`config.mk`:
```
export PLATFORM = sky130hd
export DESIGN_NAME = irq_ack_arbiter
export DESIGN_NICKNAME = d
export VERILOG_FILES = /design/src/rtl/irq_arb_pkg.sv /design/src/rtl/irq_aff_regs.sv /design/src/rtl/irq_ffs.sv /design/src/rtl/irq_pick_chain.sv /design/src/rtl/irq_ack_arbiter.sv
export SDC_FILE = /design/constraint.sdc
export NUM_CORES = 1
export LEC_CHECK = 0
export BUFFER_PORTS_ARGS = -buffer_cell sky130_fd_sc_hd__buf_2
export CORE_MARGIN = 2
export CORE_UTILIZATION = 63
export CTS_CLUSTER_DIAMETER = 80
export CTS_CLUSTER_SIZE = 28
export DETAILED_ROUTE_END_ITERATION = 10
export PLACE_DENSITY = 0.88
export SYNTH_ARGS = -nofsm -noshare
export SYNTH_HDL_FRONTEND = slang
export SYNTH_SLANG_ARGS = --single-unit
```
`constraint.sdc`:
```
create_clock -name clk_i -period 5.8 [get_ports clk_i]
set_input_delay 1.45 -clock clk_i [delete_from_list [all_inputs] [get_ports clk_i]]
set_output_delay 1.45 -clock clk_i [all_outputs]
set_load 0.1 [all_outputs]
```
`src/rtl/irq_arb_pkg.sv`:
```
package irq_arb_pkg;
  localparam int ID_W = 10;
  typedef logic [ID_W-1:0] irq_id_t;
  localparam irq_id_t SPUR_ID = '1;
endpackage

```
`src/rtl/irq_aff_regs.sv`:
```
module irq_aff_regs #(
  parameter int N_CPU = 4,
  parameter int N_IRQ = 16,
  localparam int IDX_W = (N_IRQ > 1) ? $clog2(N_IRQ) : 1
) (
  input  logic                        clk_i,
  input  logic                        rst_ni,
  input  logic                        we_i,
  input  logic [IDX_W-1:0]            idx_i,
  input  logic [N_CPU-1:0]            mask_i,
  output logic [N_IRQ-1:0][N_CPU-1:0] aff_o
);
  for (genvar i = 0; i < N_IRQ; i++) begin : g_aff
    always_ff @(posedge clk_i or negedge rst_ni) begin
      if (!rst_ni)                                aff_o[i] <= '0;
      else if (we_i && (idx_i == IDX_W'(i)))      aff_o[i] <= mask_i;
    end
  end
endmodule

```
`src/rtl/irq_ffs.sv`:
```
module irq_ffs
  import irq_arb_pkg::*;
#(
  parameter int W = 16
) (
  input  logic [W-1:0] vec_i,
  output logic [W-1:0] onehot_o,
  output logic         found_o,
  output irq_id_t      idx_o
);
  assign onehot_o = vec_i & (~vec_i + W'(1));
  assign found_o  = |vec_i;

  always_comb begin
    idx_o = SPUR_ID;
    for (int i = W - 1; i >= 0; i--) begin
      if (vec_i[i]) idx_o = ID_W'(i);
    end
  end
endmodule

```
`src/rtl/irq_pick_chain.sv`:
```
module irq_pick_chain
  import irq_arb_pkg::*;
#(
  parameter int N_CPU = 4,
  parameter int N_IRQ = 16
) (
  input  logic [N_CPU-1:0][N_IRQ-1:0] cand_i,
  input  logic [N_CPU-1:0]            rd_i,
  output logic [N_CPU-1:0][N_IRQ-1:0] gnt_o,
  output irq_id_t [N_CPU-1:0]         id_o
);
  // avail[c]: interrupts not yet taken by CPUs below c in this cycle
  logic [N_IRQ-1:0] avail [N_CPU+1];
  assign avail[0] = '1;

  for (genvar c = 0; c < N_CPU; c++) begin : g_stage
    logic [N_IRQ-1:0] sel, first;
    logic             found;
    irq_id_t          idx;

    assign sel = cand_i[c] & avail[c];

    irq_ffs #(.W(N_IRQ)) ffs_i (
      .vec_i    (sel),
      .onehot_o (first),
      .found_o  (found),
      .idx_o    (idx)
    );

    assign gnt_o[c]     = rd_i[c] ? first : '0;
    assign id_o[c]      = found ? idx : SPUR_ID;
    assign avail[c+1]   = avail[c] & ~gnt_o[c];
  end
endmodule

```
`src/rtl/irq_ack_arbiter.sv`:
```
module irq_ack_arbiter
  import irq_arb_pkg::*;
#(
  parameter int N_CPU = 4,
  parameter int N_IRQ = 16,
  localparam int IDX_W = (N_IRQ > 1) ? $clog2(N_IRQ) : 1,
  localparam int CPU_W = (N_CPU > 1) ? $clog2(N_CPU) : 1
) (
  input  logic                  clk_i,
  input  logic                  rst_ni,
  input  logic [N_IRQ-1:0]      irq_lines_i,
  input  logic                  cfg_we_i,
  input  logic [IDX_W-1:0]      cfg_idx_i,
  input  logic [N_CPU-1:0]      cfg_mask_i,
  input  logic [N_CPU-1:0]      ack_rd_i,
  output logic [N_CPU-1:0]      ack_vld_o,
  output logic [N_CPU*ID_W-1:0] ack_id_o,
  input  logic [N_CPU-1:0]      eoi_we_i,
  input  logic [N_CPU*ID_W-1:0] eoi_id_i,
  output logic [N_CPU-1:0]      irq_o
);
  logic [N_IRQ-1:0][N_CPU-1:0] aff;
  logic [N_CPU-1:0][N_IRQ-1:0] cand, gnt;
  irq_id_t [N_CPU-1:0]         pick_id;
  logic [N_IRQ-1:0]            act_q, elig, set_act, clr_act;
  logic [CPU_W-1:0]            own_q [N_IRQ];
  irq_id_t [N_CPU-1:0]         ack_id_q;

  irq_aff_regs #(.N_CPU(N_CPU), .N_IRQ(N_IRQ)) aff_i (
    .clk_i  (clk_i),
    .rst_ni (rst_ni),
    .we_i   (cfg_we_i),
    .idx_i  (cfg_idx_i),
    .mask_i (cfg_mask_i),
    .aff_o  (aff)
  );

  assign elig = irq_lines_i & ~act_q;

  for (genvar c = 0; c < N_CPU; c++) begin : g_cpu
    for (genvar i = 0; i < N_IRQ; i++) begin : g_route
      assign cand[c][i] = elig[i] & aff[i][c];
    end
    assign irq_o[c] = |cand[c];
    assign ack_id_o[c*ID_W +: ID_W] = ack_id_q[c];
  end

  irq_pick_chain #(.N_CPU(N_CPU), .N_IRQ(N_IRQ)) pick_i (
    .cand_i (cand),
    .rd_i   (ack_rd_i),
    .gnt_o  (gnt),
    .id_o   (pick_id)
  );

  // only the owning CPU may end an active interrupt
  always_comb begin
    set_act = '0;
    clr_act = '0;
    for (int c = 0; c < N_CPU; c++) begin
      set_act |= gnt[c];
      for (int i = 0; i < N_IRQ; i++) begin
        if (eoi_we_i[c] && act_q[i] && (own_q[i] == CPU_W'(c)) &&
            (eoi_id_i[c*ID_W +: ID_W] == ID_W'(i)))
          clr_act[i] = 1'b1;
      end
    end
  end

  always_ff @(posedge clk_i or negedge rst_ni) begin
    if (!rst_ni) act_q <= '0;
    else         act_q <= (act_q & ~clr_act) | set_act;
  end

  for (genvar i = 0; i < N_IRQ; i++) begin : g_own
    always_ff @(posedge clk_i or negedge rst_ni) begin
      if (!rst_ni) begin
        own_q[i] <= '0;
      end else begin
        for (int c = 0; c < N_CPU; c++) begin
          if (gnt[c][i]) own_q[i] <= CPU_W'(c);
        end
      end
    end
  end

  always_ff @(posedge clk_i or negedge rst_ni) begin
    if (!rst_ni) begin
      ack_vld_o <= '0;
      ack_id_q  <= {N_CPU{SPUR_ID}};
    end else begin
      ack_vld_o <= ack_rd_i;
      for (int c = 0; c < N_CPU; c++) begin
        if (ack_rd_i[c]) ack_id_q[c] <= pick_id[c];
      end
    end
  end
endmodule

```
Yosys cells after proc, flatten, opt, wreduce, memory -nomap -nowiden
Cells that the tools add are included.

Reduce and logical (&&, ||, !) cells: 252. Bitwise logic cells: 88. $add $sub $neg: 4. Equal/unequal tests: 123. Mux-type cells: 200.

Operators with widths (number): $mux 10 (68); $eq 10x4->1 const B (32); $logic_and 1x1->1 (208); $and 16x16->16 (11); $eq 10x3->1 const B (16); $not 16->16 (9); $mux 2 (64); $reduce_or 16->1 (7); $eq 10x2->1 const B (8); $add 16x1->16 const B (4); $and 1x1->1 (64); $eq 2x2->1 const B (32); $mux 1 (64); $mux 16 (4); $or 16x16->16 (4); $reduce_bool 4->1 (16); $eq 10x1->1 const B (4); $logic_not 10->1 (4); $eq 2x1->1 const B (16); $eq 4x4->1 const B (8); $logic_not 2->1 (16); $eq 4x3->1 const B (4); $eq 4x2->1 const B (2); $eq 4x1->1 const B (1); $logic_not 4->1 (1).

Bits of input ports: 75. Output and inout port bits: 48. Bits in registers: 156. Word-level logic and storage cells: 705.

Depth between registers and ports, before layout
Depth in word-level cells: 40. Mapped depth: 15. Mapped depth without buffers: 11.

Cells and area by module
A second synthesis with hierarchy kept.

Cell total of the unflattened synthesis: 1086. Area, all modules: 10520.1 sq um.

Modules (own cells, without submodules): irq_ack_arbiter (cells an instance 543, sequential area each 2352.3 sq um, times used 1, area each 5373.9 sq um); irq_aff_regs (cells an instance 156, sequential area each 1601.5 sq um, times used 1, area each 2461.1 sq um); irq_ffs (cells an instance 53, sequential area each 0.0 sq um, times used 4, area each 367.9 sq um); irq_pick_chain (cells an instance 175, sequential area each 0.0 sq um, times used 1, area each 1213.7 sq um).

Worst setup path after synthesis
OpenSTA, ideal clock, no wires.

Path type: in2reg. Start point: input port irq_lines_i[0]. End point: register own_q[0] (netlist bit). Library setup time: 0.094 ns. Stages on the path: 12. Arrival time: 4.574 ns. Slack: 1.132 ns. Cells stage by stage: and3b_4 > or4_4 > a31o_4 > or4_4 > o21ai_2 > and4_1 > buf_6 > nand3_2 > o31a_1 > and3b_1 > nand4_2 > a221oi_2.

Word-level cells in the longest chain between the ends: 27.

Ends and longest elaborated chain: start, declared (line irq_ack_arbiter.sv:11) `input logic [N_IRQ-1:0] irq_lines_i,`; $and 16x16->16 (*) (line irq_ack_arbiter.sv:38) `assign elig = irq_lines_i & ~act_q;`; $and 1x1->1 (line irq_ack_arbiter.sv:42) `assign cand[c][i] = elig[i] & aff[i][c];`; $not 16->16 (line irq_ffs.sv:11) `assign onehot_o = vec_i & (~vec_i + W'(1));`; $add 16x1->16 (line irq_ffs.sv:11); $and 16x16->16 (line irq_ffs.sv:11); $mux 16 (line irq_pick_chain.sv:30) `assign gnt_o[c] = rd_i[c] ? first : '0;`; $not 16->16 (line irq_pick_chain.sv:32) `assign avail[c+1] = avail[c] & ~gnt_o[c];`; $and 16x16->16 (line irq_pick_chain.sv:21) `assign sel = cand_i[c] & avail[c];`; [... 11 more ...]; $not 16->16 (line irq_pick_chain.sv:32); $and 16x16->16 (line irq_pick_chain.sv:32); $and 16x16->16 (line irq_pick_chain.sv:21); $not 16->16 (line irq_ffs.sv:11); $add 16x1->16 (line irq_ffs.sv:11); $and 16x16->16 (line irq_ffs.sv:11); $mux 16 (line irq_pick_chain.sv:30); $reduce_bool 4->1 (no line) / $mux 2 (equally long branches); end signal, assigned by index (line irq_ack_arbiter.sv:80) `if (gnt[c][i]) own_q[i] <= CPU_W'(c);`; end, declared (line irq_ack_arbiter.sv:26) `logic [CPU_W-1:0] own_q [N_IRQ];`.

Every way passes the cells marked *; elsewhere a longest branch is shown, timed or not. A chain may end at the register's enable or synchronous reset.

Worst setup path in the final report
Start point: input port ack_rd_i[0]. End point: register own_q[0] (netlist bit).

Word-level cells in the longest chain between the ends: 22.

Ends and longest elaborated chain: start, declared (line irq_ack_arbiter.sv:15) `input logic [N_CPU-1:0] ack_rd_i,`; $mux 16 (*) (line irq_pick_chain.sv:30); $not 16->16 (line irq_pick_chain.sv:32); $and 16x16->16 (line irq_pick_chain.sv:21); $not 16->16 (line irq_ffs.sv:11); $add 16x1->16 (line irq_ffs.sv:11); $and 16x16->16 (line irq_ffs.sv:11); $mux 16 (line irq_pick_chain.sv:30); $not 16->16 (line irq_pick_chain.sv:32); [... 6 more ...]; $not 16->16 (line irq_pick_chain.sv:32); $and 16x16->16 (line irq_pick_chain.sv:32); $and 16x16->16 (line irq_pick_chain.sv:21); $not 16->16 (line irq_ffs.sv:11); $add 16x1->16 (line irq_ffs.sv:11); $and 16x16->16 (line irq_ffs.sv:11); $mux 16 (line irq_pick_chain.sv:30); $reduce_bool 4->1 (no line) / $mux 2 (equally long branches).

Marks and branches as above.

==> run_results.csv <==
group,metric,value,unit
synth,synth_edf_count,0,
clocking,cts-buffers-inserted,17,
finish,stdcell_area,0.0101,mm²
synth,ys_warn_count,0,
route,wl_per_cell,24.4,µm
synth,syn-instance-count,986,
synth,yosys_most_used_dff,"dfrtp_1",
setup_path,cp_max_fo,24,
setup_path,setup.worst_path.end_class,"flop",
synth,synth.area.mux_share,7.81,%
clocking,ctsHoldBuffers,0,
route,antenna_left,0,
route,dr_total_vias,9037,
clocking,clkLatencyLatePin,0.44,ns
placement,dp.cells,1264,
synth,synth_compound_area_share,19.8,%
clocking,clk_pin_slew,0.06,ns
clocking,post-cts-setup-buffer-count,0,
route,routed_via_density,6.97,
global_routing,track_usage,43.5,%
setup_path,r2r_setup_slack,1.41,ns
worst_hold_path,holdPathStages,2,
floorplan,io_pins,123,
clocking,cts_sinks,136,
global_routing,grt_pass1_vias,8305,
synth,syn-cell-area,0.00878,mm²
sta,layout_min_cycle_time,5.14,ns
finish,final_layout_size_suffix_gt1_share,24.8,%
setup_path,cp_slowest_cell,"nor4_1",
setup_path,crit_buf_inv,2,
sta,finalSetupTns,0,ns
finish,syn2layout_area_growth,14.6,%
placement,dp_slack,0.422,ns
floorplan,fp-row-count,43,
synth,synth_top_family_by_area,"simple AND/OR/NAND/NOR gates",
setup_path,crit_type,"input pin to flop",
synth,avgSynthCellArea,8.90,µm²
worst_hold_path,hold_start,"ack_id_o[1]",
synth,synth_simple_gate_area_share,29.7,%
power,p_per_area,547,mW/mm²
clocking,clock-root-buffer,"clkbuf_16",
power,peakVddDrop,0.468,mV
route,drt_iter0_markers,1226,
route,routed_wl,31600,µm
sta,hold_ws,0.475,ns
placement,placed_area,0.00948,mm²
synth,synth.net_count,1061,
synth,synth.area.top_cells,"dfrtp_1, mux2_2, dfstp_2",
synth,yosys.area.top_type,"dfrtp_1",
sta,max_freq,195,MHz
sta,layout_worst_path_cycle_share,88.6,%
clocking,cts_resized,0,
job,maxCapViolCount,0,
synth,synth_cell_type_count,77,
setup_path,crit_chain,"buf_2 -> inv_2 -> nor4_1 -> a21oi_1 -> nor3_1 -> a2111oi_0 -> or3_1 -> or3b_2 -> nor2b_1 -> and3_1 -> nand4_2 -> a221oi_2",
sta,finClkSkew,0.0140,ns
sta,hold_viol,0,
status,status,"finished, final reports clean",
global_routing,antenna_found_initial,0,
floorplan,dieArea,0.0149,mm²
floorplan,die_y,122,µm
clocking,cts_tree,"built",
sta,setup_ws,0.661,ns
floorplan,initial_core_util,64.0,%
placement,place_hpwl,24400,µm
synth,netlist_top_cells_count,"dfrtp_1, nand2_1, nor2_1, mux2_2, o21ai_0",
setup_path,cp.required,6.14,ns
setup_path,cp_top_family,"simple AND/OR/NAND/NOR gates",
setup_path,crit_arrival,5.48,ns
worst_hold_path,holdPathEnd,"ack_id_o[1]",
finish,final_cells,1296,
synth,synth-seq-cells,136,
route,drt-pass1-iter-count,6,
sta,tightest_slew,0.862,ns
setup_path,r2r-start,"act_q[1]",
floorplan,core-area,0.0137,mm²
global_routing,grt_max_degree,94,
placement,numPortBuffers,122,
synth,synth_fa_ha_area_share,0,%
global_routing,overflow,0,
synth,ys_seq_area_share,39.1,%
power,leakagePower,4.33,nW
setup_path,cp-start-kind,"input pin",
worst_hold_path,hold_path_class,"flop to flop",
route,drt_drc_violations_left,0,
sta,maxSlewHeadroom,42.5,%
finish,num-nets-final,1178,
sta,rsz0062_at_grt,"false",
sta,finalSetupViolCount,0,
placement,place.gp.congestion,1.04,
setup_path,cp_slowest_stage_delay,0.60,ns
floorplan,die_w,122,µm
setup_path,rr_endpoint,"own_q[0]",
global_routing,grt_pass1_wl,47700,µm
clocking,clockBufferDepth,2,
sta,slew_violations,0,
synth,async_flop_share,100,%
synth,synth.most_common_cell,"dfrtp_1",
synth,synth_xor_area_share,0,%
synth,synth_top_area_share,33.1,%
finish,nFillCells,1068,
clocking,htreeDepth,4,
setup_path,reg2reg_depth,10,
finish,num_antenna_cells,0,
==> cell usage in the layout (no fill, tap or decap), types with 6 or more instances in the layout <==
cell	synthesis	final
a21o_1	9	9
a311oi_1	7	7
or2_2	8	8
nand3b_1	29	29
nand2b_1	20	20
inv_1	24	24
or3_1	10	10
dfrtp_1	116	116
nand3_1	42	42
nor3_1	27	27
o21ai_0	50	50
buf_2	3	121
nand4b_1	6	6
o311a_1	6	6
nand2_1	113	113
nor2b_1	27	27
o211ai_1	9	9
and2_1	14	14
nor2_1	89	89
and3_1	10	10
and3b_1	11	11
a21oi_1	33	33
a211o_1	8	8
nor3b_1	8	8
o22ai_1	7	7
a31oi_1	21	21
mux2_2	60	60
nor4_1	17	17
nand4_1	32	32
o31ai_1	16	16
o311ai_0	9	9
dfstp_2	20	20
buf_4	21	12
clkbuf_16	0	17
a211oi_1	6	6
==> final cells by class <==
cell class | count | area, µm² | area share, %
multi-input combinational | 789 | 5020 | 49.9
sequential | 136 | 3430 | 34.1
timing repair buffer | 134 | 707 | 7.03
clock buffer | 19 | 433 | 4.30
tap | 180 | 225 | 2.24
clock inverter | 13 | 150 | 1.49
inverter | 25 | 93.8 | 0.933
==> worst max path at each step <==
stage / start / to / slack [ns] / depth (start not counted)
finish: ack_rd_i[0] / own_q[0] / 0.66 / 12
global route: ack_rd_i[0] / own_q[0] / 0.45 / 12
CTS: ack_rd_i[0] / own_q[0] / 0.81 / 12
detailed placement: irq_lines_i[0] / own_q[0] / 0.42 / 11
global placement: ack_rd_i[0] / own_q[0] / 0.58 / 12
floorplan: irq_lines_i[0] / own_q[0] / 1.13 / 12
==> metrics by stage <==
| step | utilization [%] | power, W |
|---|---|---|
| after global routing | 73.3 | 0.00570 |
| after CTS | 73.3 | 0.00544 |
| final | 73.3 | 0.00550 |
| after global placement | 69.1 | 0.00428 |
| after floorplan | - | 0.00373 |
| after detailed placement | 69.1 | 0.00433 |
==> routing by layer <==
| metal | global-route usage [%] | wire, µm | share of wire (%) | vias up |
|---|---|---|---|---|
| met5 | 0 | 0 | 0 | - |
| met4 | 21.2 | 1830 | 5.8 | 0 |
| met3 | 11.3 | 3720 | 12 | 133 |
| met2 | 65.1 | 13800 | 44 | 680 |
| met1 | 59.0 | 12300 | 39 | 4255 |
| li1 | - | - | - | 3969 |
==> power by group <==
group	leakage [nW]	internal, W	total, W	switching [W]
registers	1.62	0.00133	0.00173	0.000406
logic	2.44	0.000715	0.00268	0.00196
clock network	0.267	0.000638	0.00109	0.000454
total	4.33	0.00268	0.00550	0.00282
==> registers in the layout, summed over array words and instances, names as in the netlist <==
signal,cells
ack_id_o,20
ack_vld_o,4
act_q,16
aff_i.aff_o,64
own_q,32
==> worst register-to-register path: cells and delay by family (launching register included) <==
family	cells	cell delay [ns]
AOI/OAI and AO/OA	4	1.38
DFF	1	0.56
and+or+nand+nor	6	2.35
==> kinds of logic after synthesis <==
logic type	Yosys count
simple gates	485
compound gates	243
flops	136
mux	61
buf+inv	61
Power figures use the tool's default switching activity.
